[src/rtl/retire_pkg.sv]
package retire_pkg;

    typedef enum logic [0:0] {
        ST_RUN       = 1'b0,
        ST_TRAP_WAIT = 1'b1
    } trap_state_e;

    typedef struct packed {
        logic vld;
        logic rdy;
        logic sq;
        logic exe;
        logic flt;
        logic st;
        logic unc;
    } slot_flags_t;

endpackage

[src/rtl/retire_scan.sv]
module retire_scan
    import retire_pkg::*;
#(
    parameter int CW     = 2,
    parameter int SEQ_W  = 16,
    parameter int CNT_NW = $clog2(CW + 1)
) (
    input  logic                    enable,
    input  logic                    stores_busy,
    input  slot_flags_t             flags [CW],
    input  logic [SEQ_W-1:0]        seqs  [CW],
    output logic [CW-1:0]           retire_mask,
    output logic [CW-1:0]           commit_mask,
    output logic [CNT_NW-1:0]       commit_cnt,
    output logic                    store_commit,
    output logic                    done_vld,
    output logic [SEQ_W-1:0]        done_seq,
    output logic                    ns_req,
    output logic [SEQ_W-1:0]        ns_seq,
    output logic                    ns_unc,
    output logic                    flt_take
);

    logic              halt;
    logic [CNT_NW-1:0] ncom;

    always_comb begin
        retire_mask  = '0;
        commit_mask  = '0;
        ncom         = '0;
        halt         = !enable;
        store_commit = 1'b0;
        done_vld     = 1'b0;
        done_seq     = '0;
        ns_req       = 1'b0;
        ns_seq       = '0;
        ns_unc       = 1'b0;
        flt_take     = 1'b0;
        for (int k = 0; k < CW; k++) begin
            if (!halt) begin
                if (!flags[k].vld || !flags[k].rdy) begin
                    halt = 1'b1;
                end else if (flags[k].sq) begin
                    retire_mask[k] = 1'b1;
                end else if (!flags[k].exe || flags[k].flt) begin
                    halt = 1'b1;
                    if (ncom == '0 && !stores_busy) begin
                        if (!flags[k].exe) begin
                            ns_req = 1'b1;
                            ns_seq = seqs[k];
                            ns_unc = flags[k].unc;
                        end else begin
                            flt_take = 1'b1;
                        end
                    end
                end else begin
                    retire_mask[k] = 1'b1;
                    commit_mask[k] = 1'b1;
                    ncom           = ncom + CNT_NW'(1);
                    done_vld       = 1'b1;
                    done_seq       = seqs[k];
                    if (flags[k].st) store_commit = 1'b1;
                end
            end
        end
        commit_cnt = ncom;
    end

endmodule

[src/rtl/trap_timer.sv]
module trap_timer
    import retire_pkg::*;
#(
    parameter int TRAP_LAT = 3,
    parameter int TID_W    = 1,
    parameter int LAT_W    = $clog2(TRAP_LAT + 1)
) (
    input  logic             clk,
    input  logic             rst_n,
    input  logic             start,
    input  logic [TID_W-1:0] start_tid,
    output logic             pend,
    output logic             squash,
    output logic [TID_W-1:0] tid
);

    trap_state_e      state_q, state_d;
    logic [LAT_W-1:0] cnt_q;

    always_comb begin
        state_d = state_q;
        unique case (state_q)
            ST_RUN:       if (start) state_d = ST_TRAP_WAIT;
            ST_TRAP_WAIT: if (cnt_q == '0) state_d = ST_RUN;
            default:      state_d = ST_RUN;
        endcase
    end

    always_ff @(posedge clk) begin
        if (!rst_n) begin
            state_q <= ST_RUN;
            cnt_q   <= '0;
            tid     <= '0;
        end else begin
            state_q <= state_d;
            if (state_q == ST_RUN && start) begin
                cnt_q <= LAT_W'(TRAP_LAT - 1);
                tid   <= start_tid;
            end else if (cnt_q != '0) begin
                cnt_q <= cnt_q - LAT_W'(1);
            end
        end
    end

    always_comb begin
        pend   = (state_q == ST_TRAP_WAIT);
        squash = (state_q == ST_TRAP_WAIT) && (cnt_q == '0);
    end

endmodule

[src/rtl/retire_track.sv]
module retire_track #(
    parameter int NT    = 2,
    parameter int TID_W = 1,
    parameter int SEQ_W = 16,
    parameter int FC_W  = 16
) (
    input  logic                  clk,
    input  logic                  rst_n,
    input  logic                  grant_vld,
    input  logic [TID_W-1:0]      grant_tid,
    input  logic                  any_retire,
    input  logic                  done_vld,
    input  logic [SEQ_W-1:0]      done_seq,
    input  logic                  store_commit,
    input  logic                  full_cycle,
    input  logic [NT-1:0]         rob_empty,
    input  logic [NT-1:0]         st_pend,
    input  logic [NT-1:0]         ins_vld,
    output logic [NT-1:0]         empty_rpt,
    output logic [NT-1:0]         free_upd,
    output logic [NT*SEQ_W-1:0]   last_seq,
    output logic [FC_W-1:0]       full_cnt
);

    for (genvar g = 0; g < NT; g++) begin : g_thr
        logic sel;
        assign sel = grant_vld && (grant_tid == TID_W'(g));

        always_ff @(posedge clk) begin
            if (!rst_n) begin
                empty_rpt[g]                 <= 1'b0;
                free_upd[g]                  <= 1'b0;
                last_seq[g*SEQ_W +: SEQ_W]   <= '0;
            end else begin
                empty_rpt[g] <= rob_empty[g] && !st_pend[g] && !(sel && store_commit);
                free_upd[g]  <= ins_vld[g] || (sel && any_retire);
                if (sel && done_vld) last_seq[g*SEQ_W +: SEQ_W] <= done_seq;
            end
        end
    end

    always_ff @(posedge clk) begin
        if (!rst_n)          full_cnt <= '0;
        else if (full_cycle) full_cnt <= full_cnt + FC_W'(1);
    end

endmodule

[src/rtl/retire_ctrl.sv]
module retire_ctrl
    import retire_pkg::*;
#(
    parameter int CW       = 2,
    parameter int NT       = 2,
    parameter int SEQ_W    = 16,
    parameter int TRAP_LAT = 3,
    parameter int FC_W     = 16,
    parameter int TID_W    = (NT > 1) ? $clog2(NT) : 1,
    parameter int CNT_NW   = $clog2(CW + 1)
) (
    input  logic                  clk,
    input  logic                  rst_n,
    input  logic                  grant_vld,
    input  logic [TID_W-1:0]      grant_tid,
    input  logic [CW-1:0]         slot_vld,
    input  logic [CW-1:0]         slot_rdy,
    input  logic [CW-1:0]         slot_sq,
    input  logic [CW-1:0]         slot_exe,
    input  logic [CW-1:0]         slot_flt,
    input  logic [CW-1:0]         slot_st,
    input  logic [CW-1:0]         slot_unc,
    input  logic [CW*SEQ_W-1:0]   slot_seq,
    input  logic [NT-1:0]         st_pend,
    input  logic [NT-1:0]         rob_empty,
    input  logic [NT-1:0]         ins_vld,
    output logic [CW-1:0]         retire_mask,
    output logic [CW-1:0]         commit_mask,
    output logic [CNT_NW-1:0]     commit_cnt,
    output logic                  done_vld,
    output logic [SEQ_W-1:0]      done_seq,
    output logic                  ns_req,
    output logic [SEQ_W-1:0]      ns_seq,
    output logic                  ns_unc,
    output logic                  trap_start,
    output logic                  trap_pend,
    output logic                  trap_squash,
    output logic [TID_W-1:0]      trap_tid,
    output logic [NT-1:0]         empty_rpt,
    output logic [NT-1:0]         free_upd,
    output logic [NT*SEQ_W-1:0]   last_seq,
    output logic [FC_W-1:0]       full_cnt
);

    slot_flags_t      flags [CW];
    logic [SEQ_W-1:0] seqs  [CW];
    logic             store_commit;
    logic             scan_en;

    for (genvar k = 0; k < CW; k++) begin : g_slot
        assign flags[k] = '{vld: slot_vld[k], rdy: slot_rdy[k], sq: slot_sq[k],
                            exe: slot_exe[k], flt: slot_flt[k], st: slot_st[k],
                            unc: slot_unc[k]};
        assign seqs[k]  = slot_seq[k*SEQ_W +: SEQ_W];
    end

    assign scan_en = grant_vld && !trap_pend;

    retire_scan #(.CW(CW), .SEQ_W(SEQ_W), .CNT_NW(CNT_NW)) u_scan (
        .enable       (scan_en),
        .stores_busy  (st_pend[grant_tid]),
        .flags        (flags),
        .seqs         (seqs),
        .retire_mask  (retire_mask),
        .commit_mask  (commit_mask),
        .commit_cnt   (commit_cnt),
        .store_commit (store_commit),
        .done_vld     (done_vld),
        .done_seq     (done_seq),
        .ns_req       (ns_req),
        .ns_seq       (ns_seq),
        .ns_unc       (ns_unc),
        .flt_take     (trap_start)
    );

    trap_timer #(.TRAP_LAT(TRAP_LAT), .TID_W(TID_W)) u_trap (
        .clk       (clk),
        .rst_n     (rst_n),
        .start     (trap_start),
        .start_tid (grant_tid),
        .pend      (trap_pend),
        .squash    (trap_squash),
        .tid       (trap_tid)
    );

    retire_track #(.NT(NT), .TID_W(TID_W), .SEQ_W(SEQ_W), .FC_W(FC_W)) u_track (
        .clk          (clk),
        .rst_n        (rst_n),
        .grant_vld    (grant_vld),
        .grant_tid    (grant_tid),
        .any_retire   (|retire_mask),
        .done_vld     (done_vld),
        .done_seq     (done_seq),
        .store_commit (store_commit),
        .full_cycle   (commit_cnt == CNT_NW'(CW)),
        .rob_empty    (rob_empty),
        .st_pend      (st_pend),
        .ins_vld      (ins_vld),
        .empty_rpt    (empty_rpt),
        .free_upd     (free_upd),
        .last_seq     (last_seq),
        .full_cnt     (full_cnt)
    );

endmodule

[config.mk]
export PLATFORM = sky130hd
export DESIGN_NAME = retire_ctrl
export DESIGN_NICKNAME = d
export VERILOG_FILES = /design/src/rtl/retire_pkg.sv /design/src/rtl/retire_scan.sv /design/src/rtl/trap_timer.sv /design/src/rtl/retire_track.sv /design/src/rtl/retire_ctrl.sv
export SDC_FILE = /design/constraint.sdc
export NUM_CORES = 1
export LEC_CHECK = 0
export ABC_CLOCK_PERIOD_IN_PS = 2350
export CAP_MARGIN = 20
export CORE_UTILIZATION = 36
export CTS_CLUSTER_DIAMETER = 60
export CTS_CLUSTER_SIZE = 24
export DETAILED_ROUTE_END_ITERATION = 7
export GPL_TIMING_DRIVEN = 1
export HOLD_SLACK_MARGIN = 0.02
export PLACE_DENSITY_LB_ADDON = 0.08
export SLEW_MARGIN = 20
export SYNTH_ARGS = -nofsm -noshare
export SYNTH_HDL_FRONTEND = slang
export SYNTH_HIERARCHICAL = 1
export SYNTH_SLANG_ARGS = --single-unit
[constraint.sdc]
create_clock -name clk -period 2.35 [get_ports clk]
set_input_delay 0.235 -clock clk [delete_from_list [all_inputs] [get_ports clk]]
set_output_delay 0.235 -clock clk [all_outputs]
set_load 0.1 [all_outputs]
Word-level counts from Yosys, hierarchy flattened
Cells that the tools add are included.
- register bits: 56
- output and inout bits: 97
- $add $sub $neg: 3
- $lt $le $gt $ge: 1
- eq/ne operators: 1
- mux-type cells: 103
- bitwise gates (word level): 3
- reduce and logical (&&, ||, !) cells: 41
- operators by type and width (kind ; number):
    2-to-1 mux 16 bit ; 20
    2-to-1 mux 1 bit ; 73
    2-to-1 mux 2 bit ; 9
    adder 16 x 1 -> 16 bit, second input constant ; 1
    logical AND 1 bit ; 16
    zero test 1 bit ; 13
    logical OR 1 bit ; 6
    zero test 2 bit ; 2
    nonzero test 2 bit ; 2
    OR reduction 2 bit ; 2
    inverter 1 bit ; 3
    adder 2 x 1 -> 2 bit, second input constant ; 1
    equality test 2 bit, second input constant ; 1
    < comparator 1 x 2 -> 1 bit, second input constant ; 1
    one-hot mux 1 bit (2 select lines) ; 1
    subtractor 2 x 1 -> 2 bit, second input constant ; 1

Logic depth before layout (Yosys ltp)
Gate-level depths: netlist (run 1).
- depth in word-level cells: 15
- mapped depth: 14

Modules after synthesis
Netlist (run 1), hierarchy kept.
- modules (own cells, without submodules) (module ; times used ; cells an instance ; area each (µm²) ; seq. area each (µm²)):
    retire_track ; 1 ; 240 ; 1994.4 ; 1041.0
    retire_scan ; 1 ; 96 ; 834.6 ; 0.0
    trap_timer ; 1 ; 15 ; 150.1 ; 80.1
    retire_ctrl ; 1 ; 4 ; 33.8 ; 0.0

Worst setup path after synthesis (run 1)
OpenSTA, ideal clock, no wires.
- kind: register to register
- from: reg u_trap.state_q, in the netlist u_trap/pend
- to: reg u_track.full_cnt[12]
- arrival: 5.868 ns
- required time: 2.280 ns
- path slack: -3.589 ns
- stages on the path, launching flop included: 15
- buffers on the path: 3
- cells stage by stage: dfxtp_1 nor2b_1 nor4bb_1 buf_2 buf_6 nand2_1 inv_1 ha_1 inv_1 nor3_1 nor2b_1 buf_2 nand4_4 or4_1 a21oi_1
- longest elaborated chain between the ends: 9
- elaborated cells on any way between the ends: 14
- those cells by class: add/sub: 1; eq/ne: 1; mux: 9; reduce/logical: 3
- ends and longest elaborated chain (element ; RTL line ; source):
    from (decl) ; trap_timer.sv:17 ; trap_state_e state_q, state_d;
    from (signal assigned) ; trap_timer.sv:35 ; state_q <= state_d;
    zero test 1 bit (*) ; retire_ctrl.sv:57 ; assign scan_en = grant_vld && !trap_pend;
    logical AND 1 bit (*) ; retire_ctrl.sv:57 ;
    named net scan_en ; retire_ctrl.sv:48 ; logic scan_en;
    2-to-1 mux 2 bit / zero test 1 bit (equally long branches) ; retire_scan.sv:40, retire_scan.sv:31 ;
    adder 2 x 1 -> 2 bit / 2-to-1 mux 1 bit (equally long branches) ; retire_scan.sv:59, retire_scan.sv:45 ;
    2-to-1 mux 2 bit / 2-to-1 mux 1 bit (equally long branches) ; retire_scan.sv:45, retire_scan.sv:43 ;
    2-to-1 mux 2 bit / 2-to-1 mux 1 bit (equally long branches) ; retire_scan.sv:43, retire_scan.sv:41 ;
    2-to-1 mux 2 bit / 2-to-1 mux 1 bit (equally long branches) ; retire_scan.sv:41, retire_scan.sv:40 ;
    2-to-1 mux 2 bit (*) ; retire_scan.sv:40 ; if (!halt) begin
    named net commit_cnt[1] ; retire_ctrl.sv:29 ; output logic [CNT_NW-1:0] commit_cnt,
    equality test 2 bit (*) ; retire_ctrl.sv:95 ; .full_cycle (commit_cnt == CNT_NW'(CW)),
    to (signal assigned) ; retire_track.sv:44 ; else if (full_cycle) full_cnt <= full_cnt + FC_W'(1);
    to (decl) ; retire_track.sv:22 ; output logic [FC_W-1:0] full_cnt
Mark *: on every way through the listed nets, which the timed path passes. The rest lies on a longest branch.
A chain may end at the register's enable or synchronous reset.

Final worst setup path (run 1)
- from: reg u_trap.state_q, in the netlist u_trap/pend
- to: out done_seq[5]
- longest elaborated chain between the ends: 8
- elaborated cells on any way between the ends: 12
- those cells by class: mux: 9; reduce/logical: 3
- ends and longest elaborated chain (element ; RTL line ; source):
    zero test 1 bit (*) ; retire_ctrl.sv:57 ;
    logical AND 1 bit (*) ; retire_ctrl.sv:57 ;
    named net scan_en ; retire_ctrl.sv:48 ;
    zero test 1 bit ; retire_scan.sv:31 ; halt = !enable;
    2-to-1 mux 1 bit ; retire_scan.sv:45 ; end else if (!flags[k].exe || flags[k].flt) begin
    2-to-1 mux 1 bit ; retire_scan.sv:43 ; end else if (flags[k].sq) begin
    2-to-1 mux 1 bit ; retire_scan.sv:41 ; if (!flags[k].vld || !flags[k].rdy) begin
    2-to-1 mux 1 bit ; retire_scan.sv:40 ;
    2-to-1 mux 16 bit (*) ; retire_scan.sv:40 ;
    to (decl) ; retire_ctrl.sv:31 ; output logic [SEQ_W-1:0] done_seq,
Marks and branches as above.

==> results.cfg, run 1 <==
[power_and_ir_drop]
p_switching_uw = 482
p_sw_share_pct = 26.7
power_density_nw_per_um2 = 310
p_comb_share_pct = 18.6
p_leak_nw = 2.54
p_int_mw = 1.33
ir_drop_mv = 0.405
clkPwrFrac_pct = 28.7
total_power_mw = 1.81
seqPwrFrac_pct = 52.7

[die]
ios = 153
fp.dieH_um = 93.5
dieArea_um2 = 8740
initial_core_util_pct = 36.9
design.core.area_um2 = 8180
die_w_um = 93.5
row_count = 33

[logic_synthesis]
synth_commonest_cells = nand2_1, dfxtp_1, a21oi_1, a22o_1, and3_1
synth_top_area_share_pct = 37.2
syn_inst = 355
synth_area_leaders = dfxtp_1, nand2_1, a21oi_1, mux2_4, a22o_1
ys_ff_latch = 56
ys_seq_area_share_pct = 37.2
synth_flop_cell = dfxtp_1
synth_edf_count = 0
yosys.area.top_type = dfxtp_1
syn_nets = 414
syn-cell-area_um2 = 3010
synth_area_per_cell_um2 = 8.49
yosysMostFrequentCell = nand2_1
yosys_warnings = 6
ys_types = 50
async_flop_share_pct = 0

[cts]
clock-sinks = 56
clkTransAtPathRegs_ns = 0.09
cts_buffer_depth = 2
cts_tree = done
cts_made_buffers = 5
clock-root-buffer = clkbuf_8
ctsHoldBuffers = 0
htree_levels = 2
clk_latency_ns = 0.31

[sta]
relSlewSlack_pct = 72.2
setup_viol = 10
fmax_mhz = 421
hold_viol = 0
fin_crit_ns = 2.38
worst_pin_slew_ns = 0.414
drv_slew = 0
grt_setup_unrepaired = yes
fin_crit_sh_pct = 101
final.setup.worst_slack_ns = -0.0275
finClkSkew_ns = 0.00650

[detailed_routing]
first_pass_iters = 4
num_vias = 3386
routedWlPerCell_um = 16.3
drcViolationCount = 0
drtIter0Drc = 132
postRouteAntennaNets = 0
detail_route.vias_per_cell = 5.05
wl_mm = 10.9

[layout]
drive_gt1_share_pct = 43.4
fin_util_pct = 71.3
final_net_count = 623
finalNonFillerCells = 670
antenna_cells = 0
fin_area_um2 = 5830
syn_to_final_growth_pct = 93.4

[place]
port_buffers = 152
post-dp-hpwl_mm = 8.12
dp_cells = 648
gp_congestion = 0.813
placed_cell_area_um2 = 5450

[worst_setup_path]
cp.buffers_inverters = 4
worst-endpoint-arrival_ns = 2.14
critPathKind = reg2out
slowest_delay_ns = 0.37
cp_top_family = buffers and inverters
path_max_fanout = 6
crit_slowest_cell = dfxtp_4
crit_path_start_kind = flop
required_ns = 2.12
cpMostUsedCell = buf_4
endpoint_kind = primary output
crit_chain = nor2b_4, buf_4, and3_2, buf_4, o2111ai_4, clkbuf_16, mux2_4, buf_12

[global_route]
antenna_found_initial = 0
grt_pass1_wl_mm = 16.3
grt_pass1_vias = 3254
grt-ovfl-total = 0
track_usage_pct = 23.8
grt_max_degree = 40

[status]
violations = setup timing
outcome = complete, but fails checks

[flow_run]
cap_viol_max_count = 0

[worst_hold_path]
min_path_type = in2reg
==> kinds of logic (layout without fill, tap and decap cells) <==
logic type      Yosys count  in the layout  share of synthesized area (%)
mux                      24             24                           10.0
fa+ha+maj                 3              3                           1.25
compound gates           75             75                           16.1
buf+inv                  29            239                           4.86
xor+xnor                  4              4                           1.16
simple gates            164            164                           29.4
flops                    56             56                           37.2
==> layout make-up <==
type	instances	area, um2
timing repair buffer	223	2470
tap	105	131
clock buffer	6	72.6
fill	646	2350
clock inverter	2	16.3
sequential	56	1120
inverter	8	33.8
multi-input combinational	270	1970
==> cell usage in the layout, fill, tap and decap left out, types with 3 or more instances in the layout <==
cell             count
buf_4              113
nand2_1             81
dfxtp_1             55
clkdlybuf4s50_1     49
buf_12              47
a21oi_1             39
and3_1              17
mux2_4              15
a22o_2              10
nor2_1               9
nand2b_1             7
mux2i_1              7
nand3_1              6
clkbuf_8             5
buf_6                5
a22o_4               5
or3_1                5
nor4_2               5
o21ai_0              5
inv_2                4
clkbuf_16            3
dlymetal6s2s_1       3
dlygate4sd2_1        3
a21oi_4              3
o31ai_1              3
inv_1                3
nand4_1              3
xor2_1               3
==> through the flow <==
stage / hold WS (ns) / TNS [ns] / setup WS [ns]
floorplan: 0.307 / -51.23 / -1.36
global placement: 0.441 / -13.62 / -0.472
detailed placement: 0.448 / -18.59 / -0.561
CTS: 0.410 / -0.112 / -0.0750
global route: 0.126 / -2.05 / -0.130
finish: 0.126 / -0.125 / -0.0275
==> power groups by stage <==
stage          Clock, mW  Combinational, mW  Sequential, mW
3_3_place_gp           0              0.317           0.974
2_1_floorplan          0              0.111            1.00
6_report           0.519              0.336           0.952
3_5_place_dp           0              0.323           0.974
4_1_cts            0.533              0.328           0.952
5_1_grt            0.569              0.352           0.953
==> routing by layer <==
metal | vias up | GRT usage, % | wire, um
li1 | 1673 | - | -
met1 | 1597 | 27.1 | 4370
met2 | 103 | 46.2 | 5880
met3 | 13 | 4.07 | 500
met4 | 0 | 4.62 | 141
met5 | - | 0 | 0
==> final timing paths <==
| kind | end | cells after the start | slack (ns) | startpoint |
|---|---|---|---|---|
| setup / recovery | done_seq[5] | 8 | -0.03 | u_trap/pend |
| hold / removal | u_track/empty_rpt[1] | 2 | 0.13 | st_pend[1] |
| setup reg to reg | u_track/full_cnt[6] | 14 | 0.02 | u_trap/pend |
| hold reg to reg | u_track/last_seq[27] | 2 | 0.46 | u_track/last_seq[27] |
==> registers in the layout, indices dropped and copies added, names as in the netlist <==
register,flops
u_trap/tid,1
u_track/full_cnt,16
u_trap/pend,1
u_trap/cnt_q,2
u_track/last_seq,32
u_track/free_upd,2
u_track/empty_rpt,2
==> timing repair <==
| action | in CTS | in global routing |
|---|---|---|
| gates resized for setup | 13 | 15 |
| pin swaps | 4 | 9 |
| cloned | 0 | 3 |
| setup endpoints to repair | 64 | 45 |
| setup buffers | 1 | 10 |
(Power assumes the default switching activity.)
==> run 2: changes to the inputs <==
PLACE_DENSITY = 0.84   (was not set)
PLACE_DENSITY_LB_ADDON = not set   (was 0.08)
==> results.cfg, run 2 (synthesized netlist as in run 1, its figures left out) <==
[global_route]
grt_max_degree = 46
track_usage_pct = 23.8
grt_pass1_wl_mm = 16.4
grt-ovfl-total = 0
antenna_found_initial = 0
grt_pass1_vias = 3218

[worst_setup_path]
critPathKind = reg2out
r2r_cells = 14
crit_path_start_kind = flop
endpoint_kind = primary output
required_ns = 2.12
cp-endpoint = done_vld
timing.rr.end = u_track/full_cnt[5]
worst-endpoint-arrival_ns = 2.22
reg2reg_slack_ns = -0.09
path_max_fanout = 18
cp-startpoint = u_trap/pend
r2r_start = u_trap/pend

[status]
outcome = complete, but fails checks
violations = setup timing

[die]
dieArea_um2 = 8740
die_w_um = 93.5
design.core.area_um2 = 8180
ios = 153
fp.dieH_um = 93.5
row_count = 33
initial_core_util_pct = 36.9

[cts]
htree_levels = 2
clkTransAtPathRegs_ns = 0.10
clock-root-buffer = clkbuf_8
clk_latency_ns = 0.30
cts_tree = done
clock-sinks = 56
cts_made_buffers = 5
ctsHoldBuffers = 0
cts_buffer_depth = 2

[detailed_routing]
first_pass_iters = 5
drtIter0Drc = 166
drcViolationCount = 0
detail_route.vias_per_cell = 5.21
postRouteAntennaNets = 0
num_vias = 3394
wl_mm = 10.7
routedWlPerCell_um = 16.5

[place]
placed_cell_area_um2 = 5360
dp_cells = 636
pre_cts_ws_ns = -0.630
post-dp-hpwl_mm = 8.18
gp_congestion = 0.826
port_buffers = 152

[layout]
fin_util_pct = 68.4
top_register = u_track/last_seq
largest_reg_flops = 32
reg.largest.list = u_track/last_seq x32, u_track/full_cnt x16
final_net_count = 604
syn_to_final_growth_pct = 85.5
fillCellCount = 625
antenna_cells = 0
final_common_cell = buf_4
drive_gt1_share_pct = 41.2
final_cell_mix = buf_4, nand2_1, dfxtp_1, clkdlybuf4s50_1, buf_12
fin_area_um2 = 5590
finalNonFillerCells = 651

[power_and_ir_drop]
power_density_nw_per_um2 = 322
clkPwrFrac_pct = 29.2
seqPwrFrac_pct = 52.9
ir_drop_mv = 0.242
p_sw_share_pct = 26.7
p_switching_uw = 481
p_int_mw = 1.32
p_comb_share_pct = 17.9
p_leak_nw = 2.37

[sta]
whs_ns = 0.423
final.setup.worst_slack_ns = -0.107
setup_viol = 9
relSlewSlack_pct = 48.7
fin_crit_sh_pct = 105
grt_setup_unrepaired = yes
drv_slew = 0
hold_viol = 0
fmax_mhz = 407
finClkSkew_ns = 0.00980
worst_pin_slew_ns = 0.769
fin_crit_ns = 2.46

[worst_hold_path]
min_path_type = in2reg

[flow_run]
cap_viol_max_count = 0
-- run 2: critical path: stages (launching register included) --
cell and delay, ns:
dfxtp_4 0.36, nor2b_4 0.14, nor4bb_4 0.21, buf_4 0.16, buf_4 0.20, nand3_1 0.16
buf_4 0.18, a21oi_4 0.18, buf_4 0.16, buf_12 0.17
-- run 2: layout make-up --
cell class	count	area (um2)	area share, %
inverter	8	33.8	0.605
clock buffer	6	72.6	1.30
clock inverter	2	16.3	0.291
tap	105	131	2.35
timing repair buffer	203	2250	40.3
multi-input combinational	271	1960	35.0
sequential	56	1120	20.1
-- run 2: power by group through the flow --
stage | clock network, mW | logic [mW] | registers [mW]
6_report | 0.525 | 0.323 | 0.952
4_1_cts | 0.532 | 0.323 | 0.952
3_3_place_gp | 0 | 0.312 | 0.974
5_1_grt | 0.568 | 0.339 | 0.953
3_5_place_dp | 0 | 0.319 | 0.974
2_1_floorplan | 0 | 0.111 | 1.00
-- run 2: how the worst min path moves through the flow --
stage / from / endpoint / cells past startpoint / slack [ns]
3_5_place_dp: u_track/last_seq[22] / u_track/last_seq[22] / 2 / 0.45
5_1_grt: grant_vld / u_track/empty_rpt[1] / 3 / 0.45
2_1_floorplan: st_pend[1] / u_track/empty_rpt[1] / 1 / 0.31
6_report: grant_vld / u_track/empty_rpt[1] / 3 / 0.42
3_3_place_gp: u_trap/cnt_q[1] / u_trap/cnt_q[0] / 2 / 0.44
4_1_cts: grant_vld / u_track/empty_rpt[1] / 3 / 0.42
-- run 2: repair_timing --
item,CTS,global route
buffers inserted,5,1
setup endpoints to repair,60,38
gates cloned,1,0
pin swaps,5,5
resized for setup,12,7
-- run 2: stage by stage --
step                setup TNS [ns]  power [mW]
floorplan                   -51.23        1.11
global placement            -15.17        1.29
detailed placement          -20.66        1.29
CTS                         -0.882        1.81
global route                 -2.68        1.86
finish                      -0.453        1.80
-- run 2: metal layers --
| metal | global-route usage, % | wire length, um | vias up | share of wire (%) |
|---|---|---|---|---|
| met1 | 29.0 | 4370 | 1618 | 41 |
| met3 | 3.17 | 506 | 20 | 4.7 |
| met4 | 7.95 | 250 | 0 | 2.3 |
| li1 | - | - | 1629 | - |
| met5 | 0 | 0 | - | 0 |
| met2 | 43.0 | 5580 | 127 | 52 |
==> run 3: changes to the inputs <==
SKIP_LAST_GASP = 1   (was not set)
==> results.cfg, run 3 (synthesized netlist as in run 1, its figures left out) <==
[status]
outcome = complete, but fails checks
violations = setup timing

[global_route]
track_usage_pct = 23.8
grt_max_degree = 46
antenna_found_initial = 0
grt_pass1_vias = 3216
grt_pass1_wl_mm = 16.4
grt-ovfl-total = 0

[detailed_routing]
drcViolationCount = 0
routedWlPerCell_um = 16.4
detail_route.vias_per_cell = 5.21
wl_mm = 10.7
num_vias = 3393
first_pass_iters = 4
postRouteAntennaNets = 0
drtIter0Drc = 160

[sta]
fin_crit_sh_pct = 105
whs_ns = 0.428
grt_setup_unrepaired = yes
fmax_mhz = 406
fin_crit_ns = 2.46
worst_pin_slew_ns = 0.769
hold_viol = 0
finClkSkew_ns = 0.00749
setup_viol = 9
final.setup.worst_slack_ns = -0.112
drv_slew = 0
relSlewSlack_pct = 48.7

[layout]
drive_gt1_share_pct = 41.0
finalNonFillerCells = 651
largest_reg_flops = 32
final_net_count = 604
fin_util_pct = 68.2
fin_area_um2 = 5580
syn_to_final_growth_pct = 85.2
top_register = u_track/last_seq
reg.largest.list = u_track/last_seq x32, u_track/full_cnt x16
final_common_cell = buf_4
antenna_cells = 0
final_cell_mix = buf_4, nand2_1, dfxtp_1, clkdlybuf4s50_1, buf_12

[place]
pre_cts_ws_ns = -0.630
dp_cells = 636
placed_cell_area_um2 = 5360
gp_congestion = 0.826
port_buffers = 152
post-dp-hpwl_mm = 8.18

[cts]
clkTransAtPathRegs_ns = 0.10
cts_made_buffers = 5
htree_levels = 2
clk_latency_ns = 0.30
cts_tree = done
clock-sinks = 56
cts_buffer_depth = 2
clock-root-buffer = clkbuf_8

[worst_hold_path]
min_path_type = in2reg

[worst_setup_path]
cp_top_family = buffers and inverters
endpoint_kind = primary output
required_ns = 2.12
worst-endpoint-arrival_ns = 2.23
crit_path_start_kind = flop
cp.buffers_inverters = 5
critPathKind = reg2out
cpMostUsedCell = buf_4
crit_chain = nor2b_4, nor4bb_4, buf_4, buf_4, nand3_1, buf_4, a21oi_4, buf_4, buf_12
slowest_delay_ns = 0.36
crit_slowest_cell = dfxtp_4
path_max_fanout = 18

[power_and_ir_drop]
ir_drop_mv = 0.240
power_density_nw_per_um2 = 322
p_leak_nw = 2.37

[die]
initial_core_util_pct = 36.9
dieArea_um2 = 8740
die_w_um = 93.5
ios = 153
design.core.area_um2 = 8180
fp.dieH_um = 93.5
row_count = 33

[flow_run]
cap_viol_max_count = 0
-- run 3: cell count changes in the layout (fill, tap and decap cells not counted) --
cell     change
buf_4        +1
buf_6        -1
nand3_1      +1
nand3_2      -1
-- run 3: repair_timing --
action | 4_1_cts | 5_1_grt
pin swaps | 5 | 5
buffers inserted | 5 | 1
endpoints found under the setup margin | 60 | 38
gates resized for setup | 12 | 5
hold buffers | 0 | 0
gates cloned | 1 | 0
-- run 3: per-stage QoR --
step	power, mW	setup TNS (ns)
2_1_floorplan	1.11	-51.23
3_3_place_gp	1.29	-15.17
3_5_place_dp	1.29	-20.66
4_1_cts	1.81	-0.882
5_1_grt	1.86	-2.72
6_report	1.80	-0.470
-- run 3: area by class of cell --
cell class | count | area (um2)
multi-input cells | 271 | 1950
flip-flops and latches | 56 | 1120
clock buffers | 6 | 72.6
fillers | 628 | 2600
inverters | 8 | 33.8
clock inverters | 2 | 16.3
well taps | 105 | 131
repair buffers | 203 | 2250
-- run 3: report_power, final --
group	switching, mW	internal (mW)
clock	0.310	0.213
combinational	0.168	0.155
sequential	0.00142	0.951
total	0.479	1.32
-- run 3: layer usage --
metal  vias up  track usage, %  wire length (um)
li1       1630               -                 -
met1      1623            29.0              4390
met2       122            43.0              5560
met3        18            3.17               489
met4         0            7.95               226
met5         -               0                 0
-- run 3: worst reg2reg max path: cells and delay by family (launching register included) --
kind            cells  cell delay, ns
buf+inv             5            0.55
compound gates      1            0.15
simple gates        7            1.20
fa+ha+maj           1            0.12
flops               1            0.36
-- run 3: final timing paths --
check                        from                   end  slack (ns)  cells after the start
max                   u_trap/pend              done_vld       -0.11                      9
min                     grant_vld  u_track/empty_rpt[1]        0.43                      3
max reg2reg           u_trap/pend   u_track/full_cnt[5]       -0.08                     14
min reg2reg  u_track/last_seq[22]  u_track/last_seq[22]        0.46                      2
